$ cat config.mk
export PLATFORM = sky130hd
export DESIGN_NAME = simt_reconv_stack
export DESIGN_NICKNAME = d
export VERILOG_FILES = /design/src/rtl/simt_rs_pkg.sv /design/src/rtl/simt_rs_split.sv /design/src/rtl/simt_rs_decide.sv /design/src/rtl/simt_rs_store.sv /design/src/rtl/simt_reconv_stack.sv
export SDC_FILE = /design/constraint.sdc
export NUM_CORES = 1
export LEC_CHECK = 0
export BUFFER_PORTS_ARGS = -buffer_cell sky130_fd_sc_hd__buf_4
export CAP_MARGIN = 25
export CORE_ASPECT_RATIO = 2
export CORE_UTILIZATION = 40
export DETAILED_ROUTE_END_ITERATION = 8
export MAX_ROUTING_LAYER = met4
export PLACE_DENSITY = 0.65
export SETUP_SLACK_MARGIN = 0.15
export SKIP_LAST_GASP = 1
export SYNTH_ARGS = -nofsm -noshare
export SYNTH_HDL_FRONTEND = slang
export SYNTH_SLANG_ARGS = --single-unit
$ cat constraint.sdc
create_clock -name clk -period 8.1 [get_ports clk]
set_clock_uncertainty 0.15 [all_clocks]
set_input_delay 0.405 -clock clk [delete_from_list [all_inputs] [get_ports clk]]
set_output_delay 0.405 -clock clk [all_outputs]
set_load 0.005 [all_outputs]
$ cat src/rtl/simt_rs_pkg.sv
package simt_rs_pkg;
  typedef enum logic [1:0] {
    RS_MOVE  = 2'd0,
    RS_POP   = 2'd1,
    RS_SPLIT = 2'd2,
    RS_FAULT = 2'd3
  } rs_op_e;
  localparam int unsigned RS_PORTS = 3;
endpackage

$ cat src/rtl/simt_rs_split.sv
module simt_rs_split #(
  parameter int unsigned LANES = 8
) (
  input  logic [LANES-1:0] act_mask,
  input  logic [LANES-1:0] taken,
  input  logic             is_branch,
  output logic [LANES-1:0] t_mask,
  output logic [LANES-1:0] nt_mask,
  output logic             all_taken,
  output logic             none_taken
);
  always_comb begin
    t_mask     = is_branch ? (taken & act_mask) : '0;
    nt_mask    = act_mask & ~t_mask;
    all_taken  = is_branch && (t_mask == act_mask);
    none_taken = (t_mask == '0);
  end
endmodule

$ cat src/rtl/simt_rs_decide.sv
module simt_rs_decide
  import simt_rs_pkg::*;
#(
  parameter int unsigned LANES = 8,
  parameter int unsigned AW    = 16,
  parameter int unsigned DEPTH = 8,
  localparam int unsigned SPW  = $clog2(DEPTH + 1),
  localparam int unsigned IW   = (DEPTH > 1) ? $clog2(DEPTH) : 1
) (
  input  logic                            accept,
  input  logic [SPW-1:0]                  sp,
  input  logic [AW-1:0]                   top_rpc,
  input  logic [LANES-1:0]                top_mask,
  input  logic                            is_branch,
  input  logic [LANES-1:0]                t_mask,
  input  logic [LANES-1:0]                nt_mask,
  input  logic                            all_taken,
  input  logic                            none_taken,
  input  logic [AW-1:0]                   tgt,
  input  logic [AW-1:0]                   nxt,
  input  logic [AW-1:0]                   rcv,
  output rs_op_e                          op,
  output logic [RS_PORTS-1:0]             wr_en,
  output logic [RS_PORTS-1:0][IW-1:0]     wr_idx,
  output logic [RS_PORTS-1:0][AW-1:0]     wr_pc,
  output logic [RS_PORTS-1:0][AW-1:0]     wr_rpc,
  output logic [RS_PORTS-1:0][LANES-1:0]  wr_mask,
  output logic [SPW-1:0]                  sp_next,
  output logic                            fault
);
  logic [SPW-1:0] top_ix;
  logic           push_nt, push_t, diverge, merge;
  logic [1:0]     cnt;
  logic [SPW:0]   base, fill;
  logic [AW-1:0]  mv_pc;

  always_comb begin
    top_ix  = sp - SPW'(1);
    push_nt = (nxt != rcv);
    push_t  = (tgt != rcv);
    cnt     = {1'b0, push_nt} + {1'b0, push_t};
    diverge = is_branch && !all_taken && !none_taken && (cnt != 2'd0);
    merge   = (rcv == top_rpc);
    base    = merge ? {1'b0, top_ix} : {1'b0, sp};
    fill    = base + (SPW+1)'(cnt);
    if (!is_branch || none_taken) mv_pc = nxt;
    else if (all_taken)           mv_pc = tgt;
    else                          mv_pc = rcv;
  end

  always_comb begin
    op      = RS_MOVE;
    wr_en   = '0;
    wr_idx  = '0;
    wr_pc   = '0;
    wr_rpc  = '0;
    wr_mask = '0;
    sp_next = sp;
    fault   = 1'b0;
    if (accept) begin
      if (diverge) begin
        if (fill > (SPW+1)'(DEPTH)) begin
          op    = RS_FAULT;
          fault = 1'b1;
        end else begin
          op         = RS_SPLIT;
          wr_en[0]   = !merge;
          wr_idx[0]  = IW'(top_ix);
          wr_pc[0]   = rcv;
          wr_rpc[0]  = top_rpc;
          wr_mask[0] = top_mask;
          wr_en[1]   = 1'b1;
          wr_idx[1]  = IW'(base);
          wr_pc[1]   = push_nt ? nxt : tgt;
          wr_rpc[1]  = rcv;
          wr_mask[1] = push_nt ? nt_mask : t_mask;
          wr_en[2]   = push_nt && push_t;
          wr_idx[2]  = IW'(base + (SPW+1)'(1));
          wr_pc[2]   = tgt;
          wr_rpc[2]  = rcv;
          wr_mask[2] = t_mask;
          sp_next    = fill[SPW-1:0];
        end
      end else if (mv_pc == top_rpc) begin
        if (sp == SPW'(1)) begin
          op    = RS_FAULT;
          fault = 1'b1;
        end else begin
          op      = RS_POP;
          sp_next = top_ix;
        end
      end else begin
        op         = RS_MOVE;
        wr_en[0]   = 1'b1;
        wr_idx[0]  = IW'(top_ix);
        wr_pc[0]   = mv_pc;
        wr_rpc[0]  = top_rpc;
        wr_mask[0] = top_mask;
      end
    end
  end
endmodule

$ cat src/rtl/simt_rs_store.sv
module simt_rs_store
  import simt_rs_pkg::*;
#(
  parameter int unsigned LANES    = 8,
  parameter int unsigned AW       = 16,
  parameter int unsigned DEPTH    = 8,
  parameter logic [AW-1:0] START_PC = '0,
  localparam int unsigned SPW     = $clog2(DEPTH + 1),
  localparam int unsigned IW      = (DEPTH > 1) ? $clog2(DEPTH) : 1
) (
  input  logic                            clk,
  input  logic                            rst,
  input  logic [RS_PORTS-1:0]             wr_en,
  input  logic [RS_PORTS-1:0][IW-1:0]     wr_idx,
  input  logic [RS_PORTS-1:0][AW-1:0]     wr_pc,
  input  logic [RS_PORTS-1:0][AW-1:0]     wr_rpc,
  input  logic [RS_PORTS-1:0][LANES-1:0]  wr_mask,
  input  logic [SPW-1:0]                  sp_next,
  input  logic                            fault,
  output logic [SPW-1:0]                  sp,
  output logic [AW-1:0]                   top_pc,
  output logic [AW-1:0]                   top_rpc,
  output logic [LANES-1:0]                top_mask,
  output logic                            err_q
);
  logic [AW-1:0]    pc_q   [DEPTH];
  logic [AW-1:0]    rpc_q  [DEPTH];
  logic [LANES-1:0] mask_q [DEPTH];
  logic [IW-1:0]    top_ix;

  for (genvar e = 0; e < DEPTH; e++) begin : g_ent
    always_ff @(posedge clk) begin
      if (rst) begin
        pc_q[e]   <= (e == 0) ? START_PC : '0;
        rpc_q[e]  <= (e == 0) ? '1 : '0;
        mask_q[e] <= (e == 0) ? '1 : '0;
      end else begin
        for (int p = 0; p < RS_PORTS; p++) begin
          if (wr_en[p] && (wr_idx[p] == IW'(e))) begin
            pc_q[e]   <= wr_pc[p];
            rpc_q[e]  <= wr_rpc[p];
            mask_q[e] <= wr_mask[p];
          end
        end
      end
    end
  end

  always_ff @(posedge clk) begin
    if (rst) begin
      sp    <= SPW'(1);
      err_q <= 1'b0;
    end else begin
      sp <= sp_next;
      if (fault) err_q <= 1'b1;
    end
  end

  always_comb begin
    top_ix   = IW'(sp - SPW'(1));
    top_pc   = pc_q[top_ix];
    top_rpc  = rpc_q[top_ix];
    top_mask = mask_q[top_ix];
  end
endmodule

$ cat src/rtl/simt_reconv_stack.sv
module simt_reconv_stack
  import simt_rs_pkg::*;
#(
  parameter int unsigned LANES    = 8,
  parameter int unsigned AW       = 16,
  parameter int unsigned DEPTH    = 8,
  parameter logic [AW-1:0] START_PC = '0
) (
  input  logic             clk,
  input  logic             rst,
  input  logic             upd_valid,
  output logic             upd_ready,
  input  logic             upd_branch,
  input  logic [LANES-1:0] upd_taken,
  input  logic [AW-1:0]    upd_target,
  input  logic [AW-1:0]    upd_next,
  input  logic [AW-1:0]    upd_reconv,
  output logic             fetch_valid,
  output logic [AW-1:0]    fetch_pc,
  output logic [LANES-1:0] fetch_mask,
  output logic             err
);
  localparam int unsigned SPW = $clog2(DEPTH + 1);
  localparam int unsigned IW  = (DEPTH > 1) ? $clog2(DEPTH) : 1;

  logic                           accept, fault, all_taken, none_taken;
  logic [SPW-1:0]                 sp, sp_next;
  logic [AW-1:0]                  top_pc, top_rpc;
  logic [LANES-1:0]               top_mask, t_mask, nt_mask;
  logic [RS_PORTS-1:0]            wr_en;
  logic [RS_PORTS-1:0][IW-1:0]    wr_idx;
  logic [RS_PORTS-1:0][AW-1:0]    wr_pc, wr_rpc;
  logic [RS_PORTS-1:0][LANES-1:0] wr_mask;
  rs_op_e                         op;

  assign upd_ready   = !err;
  assign accept      = upd_valid && upd_ready;
  assign fetch_valid = !err;
  assign fetch_pc    = top_pc;
  assign fetch_mask  = top_mask;

  simt_rs_split #(.LANES(LANES)) u_split (
    .act_mask(top_mask), .taken(upd_taken), .is_branch(upd_branch),
    .t_mask(t_mask), .nt_mask(nt_mask),
    .all_taken(all_taken), .none_taken(none_taken)
  );

  simt_rs_decide #(.LANES(LANES), .AW(AW), .DEPTH(DEPTH)) u_decide (
    .accept(accept), .sp(sp), .top_rpc(top_rpc), .top_mask(top_mask),
    .is_branch(upd_branch), .t_mask(t_mask), .nt_mask(nt_mask),
    .all_taken(all_taken), .none_taken(none_taken),
    .tgt(upd_target), .nxt(upd_next), .rcv(upd_reconv),
    .op(op), .wr_en(wr_en), .wr_idx(wr_idx), .wr_pc(wr_pc),
    .wr_rpc(wr_rpc), .wr_mask(wr_mask), .sp_next(sp_next), .fault(fault)
  );

  simt_rs_store #(.LANES(LANES), .AW(AW), .DEPTH(DEPTH), .START_PC(START_PC)) u_store (
    .clk(clk), .rst(rst), .wr_en(wr_en), .wr_idx(wr_idx), .wr_pc(wr_pc),
    .wr_rpc(wr_rpc), .wr_mask(wr_mask), .sp_next(sp_next), .fault(fault),
    .sp(sp), .top_pc(top_pc), .top_rpc(top_rpc), .top_mask(top_mask),
    .err_q(err)
  );

  logic unused_op;
  assign unused_op = ^op;
endmodule

### Yosys cells after proc, flatten, opt, wreduce, memory -nomap -nowiden

Memory sizes are Yosys's and may differ from the RTL's.
Index checks and enable logic that the tools add are counted.

| word-level totals | value |
|---|---|
| bits in registers | 5 |
| memory bits (writable) | 320 |
| output and inout bits | 27 |
| memories kept | 3 |

| operators by class | value |
|---|---|
| add/subtract/negate cells | 4 |
| order comparisons | 1 |
| equality and inequality tests | 29 |
| mux-type cells | 186 |
| bitwise operators | 75 |
| reductions and logical operators | 43 |

Memories:

| name | depth | width | rd ports | clocked after Yosys merged registers in | write ports | RTL line | text |
|---|---|---|---|---|---|---|---|
| u_store.pc_q | 8 | 16 | 1 | 0 | 8 | simt_rs_store.sv:26 | `logic [AW-1:0] pc_q [DEPTH];` |
| u_store.rpc_q | 8 | 16 | 1 | 0 | 8 | simt_rs_store.sv:27 | `logic [AW-1:0] rpc_q [DEPTH];` |
| u_store.mask_q | 8 | 8 | 1 | 0 | 8 | simt_rs_store.sv:28 | `logic [LANES-1:0] mask_q [DEPTH];` |

Operator list:

| operator | count |
|---|---|
| $mux W16 | 56 |
| $mux W8 | 28 |
| $mux W48 | 4 |
| $mux W1 | 81 |
| $or A1 B1 Y1 | 72 |
| $mux W32 | 2 |
| $mux W24 | 2 |
| $eq A3 B3 Y1 const B | 12 |
| $eq A16 B16 Y1 | 2 |
| $ne A16 B16 Y1 | 2 |
| $logic_and A1 B1 Y1 | 30 |
| $mux W4 | 5 |
| $eq A3 B2 Y1 const B | 6 |
| $mux W9 | 2 |
| $and A8 B8 Y8 | 2 |
| $mux W3 | 4 |
| $eq A3 B1 Y1 const B | 3 |
| $logic_not A3 Y1 | 3 |
| $eq A8 B8 Y1 | 1 |
| $logic_not A8 Y1 | 1 |
| $not A8 Y8 | 1 |
| $mux W6 | 1 |
| $add A4 B2 Y5 | 1 |
| $gt A5 B4 Y1 const B | 1 |
| other kinds (11) | 16 |

### Logic depth before layout (Yosys ltp)

An unclocked memory read counts as a cell.

| depth | value |
|---|---|
| word-level depth | 20 |
| gate-level depth with buffers | 34 |

### By module

Synthesis repeated with hierarchy kept, for this count alone.

| unflattened totals | value |
|---|---|
| cells, all modules | 2672 |
| area total of the unflattened synthesis | 24881.4 µm² |

Modules (own cells, without submodules):

| module | instances | cells each | area an instance (µm²) | sequential area each (µm²) |
|---|---|---|---|---|
| simt_rs_store | 1 | 2209 | 21689.6 | 9709.3 |
| simt_rs_decide | 1 | 424 | 2934.1 | 0.0 |
| simt_rs_split | 1 | 36 | 240.2 | 0.0 |
| simt_reconv_stack | 1 | 3 | 17.5 | 0.0 |

### Least setup slack after synthesis

No wires, ideal clock.

| timing | value |
|---|---|
| kind | flip-flop to flip-flop |
| from | register u_store.sp[0] |
| to | memory u_store.mask_q[1][0] (enable) |
| setup time | 0.633 ns |
| data arrival time | 7.668 ns |
| required time | 7.317 ns |
| slack | -0.351 ns |
| cell stages (with the launch flop) | 34 |
| path buffers | 12 |
| clock period less this slack | 8.451 ns |
| path through | dfxtp_1 -> buf_4 -> inv_1 -> buf_1 -> clkbuf_1 -> buf_1 -> ha_1 -> buf_2 -> xor2_2 -> buf_2 -> buf_6 -> buf_2 -> buf_2 -> o221ai_1 -> o21ai_0 -> nand2_1 -> a2111o_1 -> nor2_4 -> buf_4 -> buf_2 -> xnor2_1 -> ha_1 -> inv_1 -> fa_1 -> nor3b_1 -> nor2_1 -> a21oi_1 -> a31oi_1 -> a211oi_2 -> o21ai_2 -> nor3_1 -> nor2_1 -> buf_2 -> nand3_1 |

RTL lines:

| item | RTL line | text |
|---|---|---|
| start: declaration | simt_rs_store.sv:20 | `output logic [SPW-1:0] sp,` |
| start signal: assignment | simt_rs_store.sv:54 | `sp <= sp_next;` |
| end: declaration | simt_rs_store.sv:28 |  |

==> impl_results.html <==
<table>
<tr><th>Metric</th><th>Value</th></tr>
<tr><th colspan="2">Outcome</th></tr>
<tr><td>Run status</td><td>finished clean</td></tr>
<tr><th colspan="2">Timing</th></tr>
<tr><td>Number of pins exceeding their max-slew limit in the final report</td><td>0</td></tr>
<tr><td>Final period utilization</td><td>0.937</td></tr>
<tr><td>Top achievable clock speed</td><td>132 MHz</td></tr>
<tr><td>Worst max-slew margin expressed relative to the limit</td><td>0.353</td></tr>
<tr><td>Tightest Pin Transition</td><td>970 ps</td></tr>
<tr><td>Setup tns final</td><td>0 ps</td></tr>
<tr><td>Hold Vio Cnt, Final</td><td>0</td></tr>
<tr><td>Setup-violating endpoint count in the final report</td><td>0</td></tr>
<tr><td>RSZ-0062 raised after global routing</td><td>no</td></tr>
<tr><td>Final Critical Period</td><td>7590 ps</td></tr>
<tr><th colspan="2">Finish</th></tr>
<tr><td>Ant diodes</td><td>0</td></tr>
<tr><td>Commonest cells after routing, fill and taps aside</td><td>edfxtp_1 (320), nand2_1 (255), buf_4 (215), o21ai_0 (123), mux2i_1 (104)</td></tr>
<tr><td>Area overhead of the layout relative to synthesis</td><td>15.6%</td></tr>
<tr><td>Area of the multi-input gates</td><td>0.0110 sq mm</td></tr>
<tr><td>Total of fill cells in the finished design</td><td>4912</td></tr>
<tr><td>Area of all sequential standard cells</td><td>0.00971 sq mm</td></tr>
<tr><td>Most common library cell in the layout ignoring fill and taps</td><td>edfxtp_1</td></tr>
<tr><td>Total non-filler cell area in the finished layout</td><td>0.0251 sq mm</td></tr>
<tr><td>Share of final-layout standard cells stronger than drive strength 1</td><td>0.192</td></tr>
<tr><td>Final #Nets</td><td>2257</td></tr>
<tr><th colspan="2">Setup path</th></tr>
<tr><td>Arrival time of data at the critical path endpoint</td><td>7800 ps</td></tr>
<tr><td>Critical Path Source Type</td><td>register</td></tr>
<tr><td>Endpoint type of the worst setup path</td><td>register</td></tr>
<tr><td>Critical Path Fanout Max</td><td>46</td></tr>
<tr><td>Critical path start-end classification</td><td>reg -&gt; reg</td></tr>
<tr><td>Required time of the critical path</td><td>8310 ps</td></tr>
<tr><td>CP Launch Point</td><td>u_store.sp[1]$_SDFFE_PP0P_</td></tr>
<tr><td>Worst flop-to-flop path startpoint</td><td>u_store.sp[1]$_SDFFE_PP0P_</td></tr>
<tr><th colspan="2">Drt</th></tr>
<tr><td>DR WL met2</td><td>49.6 mm</td></tr>
<tr><td>Number of DRC markers in iteration 0</td><td>2747</td></tr>
<tr><td>Detailed-route DRC error count</td><td>0</td></tr>
<tr><td>Routed wire length per instance</td><td>35.7 microns</td></tr>
<tr><td>Post-detailed-route count of antenna-violating nets</td><td>0</td></tr>
<tr><td>Uppermost layer routed</td><td>met4</td></tr>
<tr><td>Detailed route wirelength on metal3</td><td>10.4 mm</td></tr>
<tr><td>Detailed-route via count</td><td>20900</td></tr>
<tr><td>Average via count per standard cell</td><td>7.26</td></tr>
<tr><td>Detailed-router iteration count before antenna repair</td><td>6</td></tr>
<tr><td>Detailed-routing wirelength on met1</td><td>33.1 mm</td></tr>
<tr><td>Total length of routed wires</td><td>102 mm</td></tr>
<tr><th colspan="2">Logic synthesis</th></tr>
<tr><td>Post-Synthesis Cells</td><td>2095</td></tr>
<tr><td>Proportion of synthesized chip area in sequential cells</td><td>0.446</td></tr>
<tr><td>Number of library cell types mapped by synthesis</td><td>91</td></tr>
<tr><td>Largest area contributor in the netlist</td><td>edfxtp_1</td></tr>
<tr><td>Register bit count reported by yosys</td><td>325</td></tr>
<tr><td>Number of nets produced by synthesis</td><td>2171</td></tr>
<tr><td>Number of synthesis warnings</td><td>0</td></tr>
<tr><td>Top cells by area in the synthesized netlist</td><td>edfxtp_1 (44%), mux4_2 (6.7%), mux2i_1 (4.8%)</td></tr>
<tr><td>Cell area after synthesis</td><td>0.0217 sq mm</td></tr>
<tr><td>Share of async-settable or async-resettable flops after synthesis</td><td>0</td></tr>
<tr><td>Proportion of netlist area held by the largest area contributor</td><td>0.442</td></tr>
<tr><td>Top_reg_cell synth</td><td>edfxtp_1</td></tr>
<tr><td>Avg Synthesized Cell Area</td><td>10.4 sq um</td></tr>
<tr><td>Number of enable flip-flop cells after synthesis</td><td>320</td></tr>
<tr><th colspan="2">GRT</th></tr>
<tr><td>Number of global-route vias before repair</td><td>20900</td></tr>
<tr><td>All-layer global routing usage</td><td>0.378</td></tr>
<tr><td>Number of antenna violations at the first check in global routing</td><td>0</td></tr>
<tr><td>Total overflow reported by the global router</td><td>0</td></tr>
<tr><td>Maximum number of pins on one net before global-route repair</td><td>126</td></tr>
<tr><td>Wire length of the first global-routing pass</td><td>146 mm</td></tr>
<tr><th colspan="2">Pwr</th></tr>
<tr><td>Internal power summed over all cells</td><td>4.83 mW</td></tr>
<tr><td>Share of total power in the clock network</td><td>0.188</td></tr>
<tr><td>Static power due to leakage</td><td>9.08 nW</td></tr>
<tr><td>Register share of total power</td><td>0.287</td></tr>
<tr><td>Combinational share of power</td><td>0.524</td></tr>
<tr><td>Switching power total</td><td>3.84 mW</td></tr>
<tr><td>Switching fraction of total power</td><td>0.443</td></tr>
<tr><td>Total power density per cell area</td><td>345 mW/mm^2</td></tr>
<tr><td>VDD IR-drop max</td><td>0.169 mV</td></tr>
<tr><th colspan="2">Place</th></tr>
<tr><td>GP Congestion</td><td>1.02</td></tr>
<tr><td>DP Area</td><td>0.0240 sq mm</td></tr>
<tr><td>Number of I/O port buffers</td><td>86</td></tr>
<tr><td>Final HPWL DP</td><td>69.9 mm</td></tr>
<tr><th colspan="2">Clocking</th></tr>
<tr><td>Clock tree buffer depth</td><td>3</td></tr>
<tr><td>Count of buffers added by post-CTS timing repair for setup</td><td>0</td></tr>
<tr><td>TritonCTS Buffers</td><td>31</td></tr>
<tr><td>H-tree level count</td><td>1</td></tr>
<tr><td>Clock latency reported for the late side of the worst-skew pair</td><td>640 ps</td></tr>
<tr><td>Library cell used as clock root buffer</td><td>clkbuf_16</td></tr>
<tr><td>CTS sink count</td><td>325</td></tr>
<tr><td>Clk slew on worst S/H paths</td><td>70 ps</td></tr>
<tr><td>CTS tree</td><td>built</td></tr>
<tr><th colspan="2">Die</th></tr>
<tr><td>Number of placement rows</td><td>120</td></tr>
<tr><td>Starting density of the core</td><td>0.406</td></tr>
<tr><td>Y dimension of the die</td><td>332 microns</td></tr>
<tr><td>Floorplan core area</td><td>0.0536 sq mm</td></tr>
<tr><td>Die ar.</td><td>0.0554 sq mm</td></tr>
<tr><td>Io pins</td><td>87</td></tr>
<tr><td>Die Span X</td><td>167 microns</td></tr>
<tr><th colspan="2">Min path</th></tr>
<tr><td>Worst hold start</td><td>upd_target[1]</td></tr>
<tr><td>Worst min-delay path class</td><td>in -&gt; reg</td></tr>
<tr><th colspan="2">Job</th></tr>
<tr><td>Max_cap viols</td><td>0</td></tr>
</table>
-- synth_stat cells (6+ instances only) --
master       n
edfxtp_1   320
nand2_1    256
o21ai_0    124
clkbuf_1   106
mux2i_1    104
o21ai_1     86
nor2_1      84
o22ai_1     77
mux4_2      65
a21oi_1     62
buf_2       59
nand3_1     58
inv_1       50
xor2_1      47
o221ai_1    39
a22oi_1     35
nor3_1      35
o32a_1      29
xnor2_1     28
a31oi_1     26
o22a_1      25
a32oi_1     24
a2bb2oi_1   22
nand4_1     20
a211oi_1    19
buf_1       19
nor4_1      16
ha_1        15
mux2_2      14
a21boi_1    13
and3_1      13
nand2b_1    12
or3_1       12
and2_1      11
and4_1      10
a31o_2       9
o21a_1       9
o31ai_1      9
buf_4        7
mux2_1       7
a221oi_1     6
a22o_1       6
-- cell families (layout without fill, tap and decap cells) --
| group | count (synthesis) | count (layout) | share of synthesized area |
|---|---|---|---|
| flip-flops | 325 | 325 | 0.446 |
| AND/OR/NAND/NOR | 561 | 561 | 0.122 |
| adder cells (fa/ha/maj) | 16 | 16 | 0.00955 |
| buffers and inverters | 248 | 356 | 0.0498 |
| multiplexers | 191 | 191 | 0.127 |
| XOR/XNOR | 77 | 77 | 0.0317 |
| AO/OA/AOI/OAI | 677 | 677 | 0.214 |
-- final cells by class --
cell class / count / share of cell area
multi-input combinational: 1522 / 0.439
sequential: 325 / 0.386
timing repair buffer: 250 / 0.0909
tap: 671 / 0.0334
clock buffer: 36 / 0.0316
clock inverter: 19 / 0.0108
inverter: 51 / 0.00761
-- state kept, by name, indices dropped and copies added (netlist names) --
signal,count
u_store.err_q,1
u_store.mask_q,64
u_store.pc_q,128
u_store.rpc_q,128
u_store.sp,4
-- metal layers --
layer | track usage | up-vias
li1 | - | 8371
met1 | 0.408 | 10100
met2 | 0.614 | 1809
met3 | 0.0627 | 557
met4 | 0.299 | 0
met5 | - | -
-- stage by stage --
step | std cells | hold WS (ps) | utilization | setup WS, ps | total power, mW
final | 2874 | 34.4 | 0.469 | 512 | 8.67
after CTS | 2874 | 28.6 | 0.469 | 753 | 8.49
after global routing | 2874 | 42.1 | 0.469 | 252 | 8.90
after detailed placement | 2816 | 386 | 0.449 | 806 | 6.88
after floorplan | 2095 | 351 | - | 151 | 5.03
after global placement | 2815 | 351 | 0.448 | 845 | 6.83
-- power by group through the flow --
stage	logic, mW	clock network, mW	registers [mW]
finish	4.54	1.63	2.49
global route	4.71	1.68	2.51
CTS	4.39	1.63	2.48
detailed placement	4.37	0	2.52
global placement	4.33	0	2.50
floorplan	2.59	0	2.44
-- path summary, 6_finish.rpt --
| check | end | slack, ps | cells after the start |
|---|---|---|---|
| setup reg to reg | u_store.pc_q[2][6]$_DFFE_PP_ | 510 | 26 |
| setup / recovery | u_store.pc_q[2][6]$_DFFE_PP_ | 510 | 26 |
| hold / removal | u_store.pc_q[3][1]$_DFFE_PP_ | 30 | 3 |
| hold reg to reg | u_store.sp[3]$_SDFFE_PP0P_ | 450 | 2 |
-- critical path: stages, from the launching register on --
cell	delay [ps]
dfxtp_1	490
inv_1	190
ha_4	270
xor2_4	740
buf_4	410
o221ai_1	160
o21ai_0	170
buf_4	200
nand2_1	150
a2111o_1	630
nor2_4	210
xnor2_1	160
ha_1	230
inv_1	80
fa_1	500
nor3b_1	160
nor2_1	190
a21oi_1	110
a31oi_1	260
a211o_1	220
a21oi_4	100
buf_12	170
buf_12	190
nand2_1	250
a21boi_0	490
buf_4	260
o221ai_1	150
-- timing repair --
item,CTS,global route
hold buffers,3,0
resized for setup,0,1
setup endpoints to repair,0,2
hold endpoints to repair,3,0
Note: power is estimated with default switching activity, not from simulation.
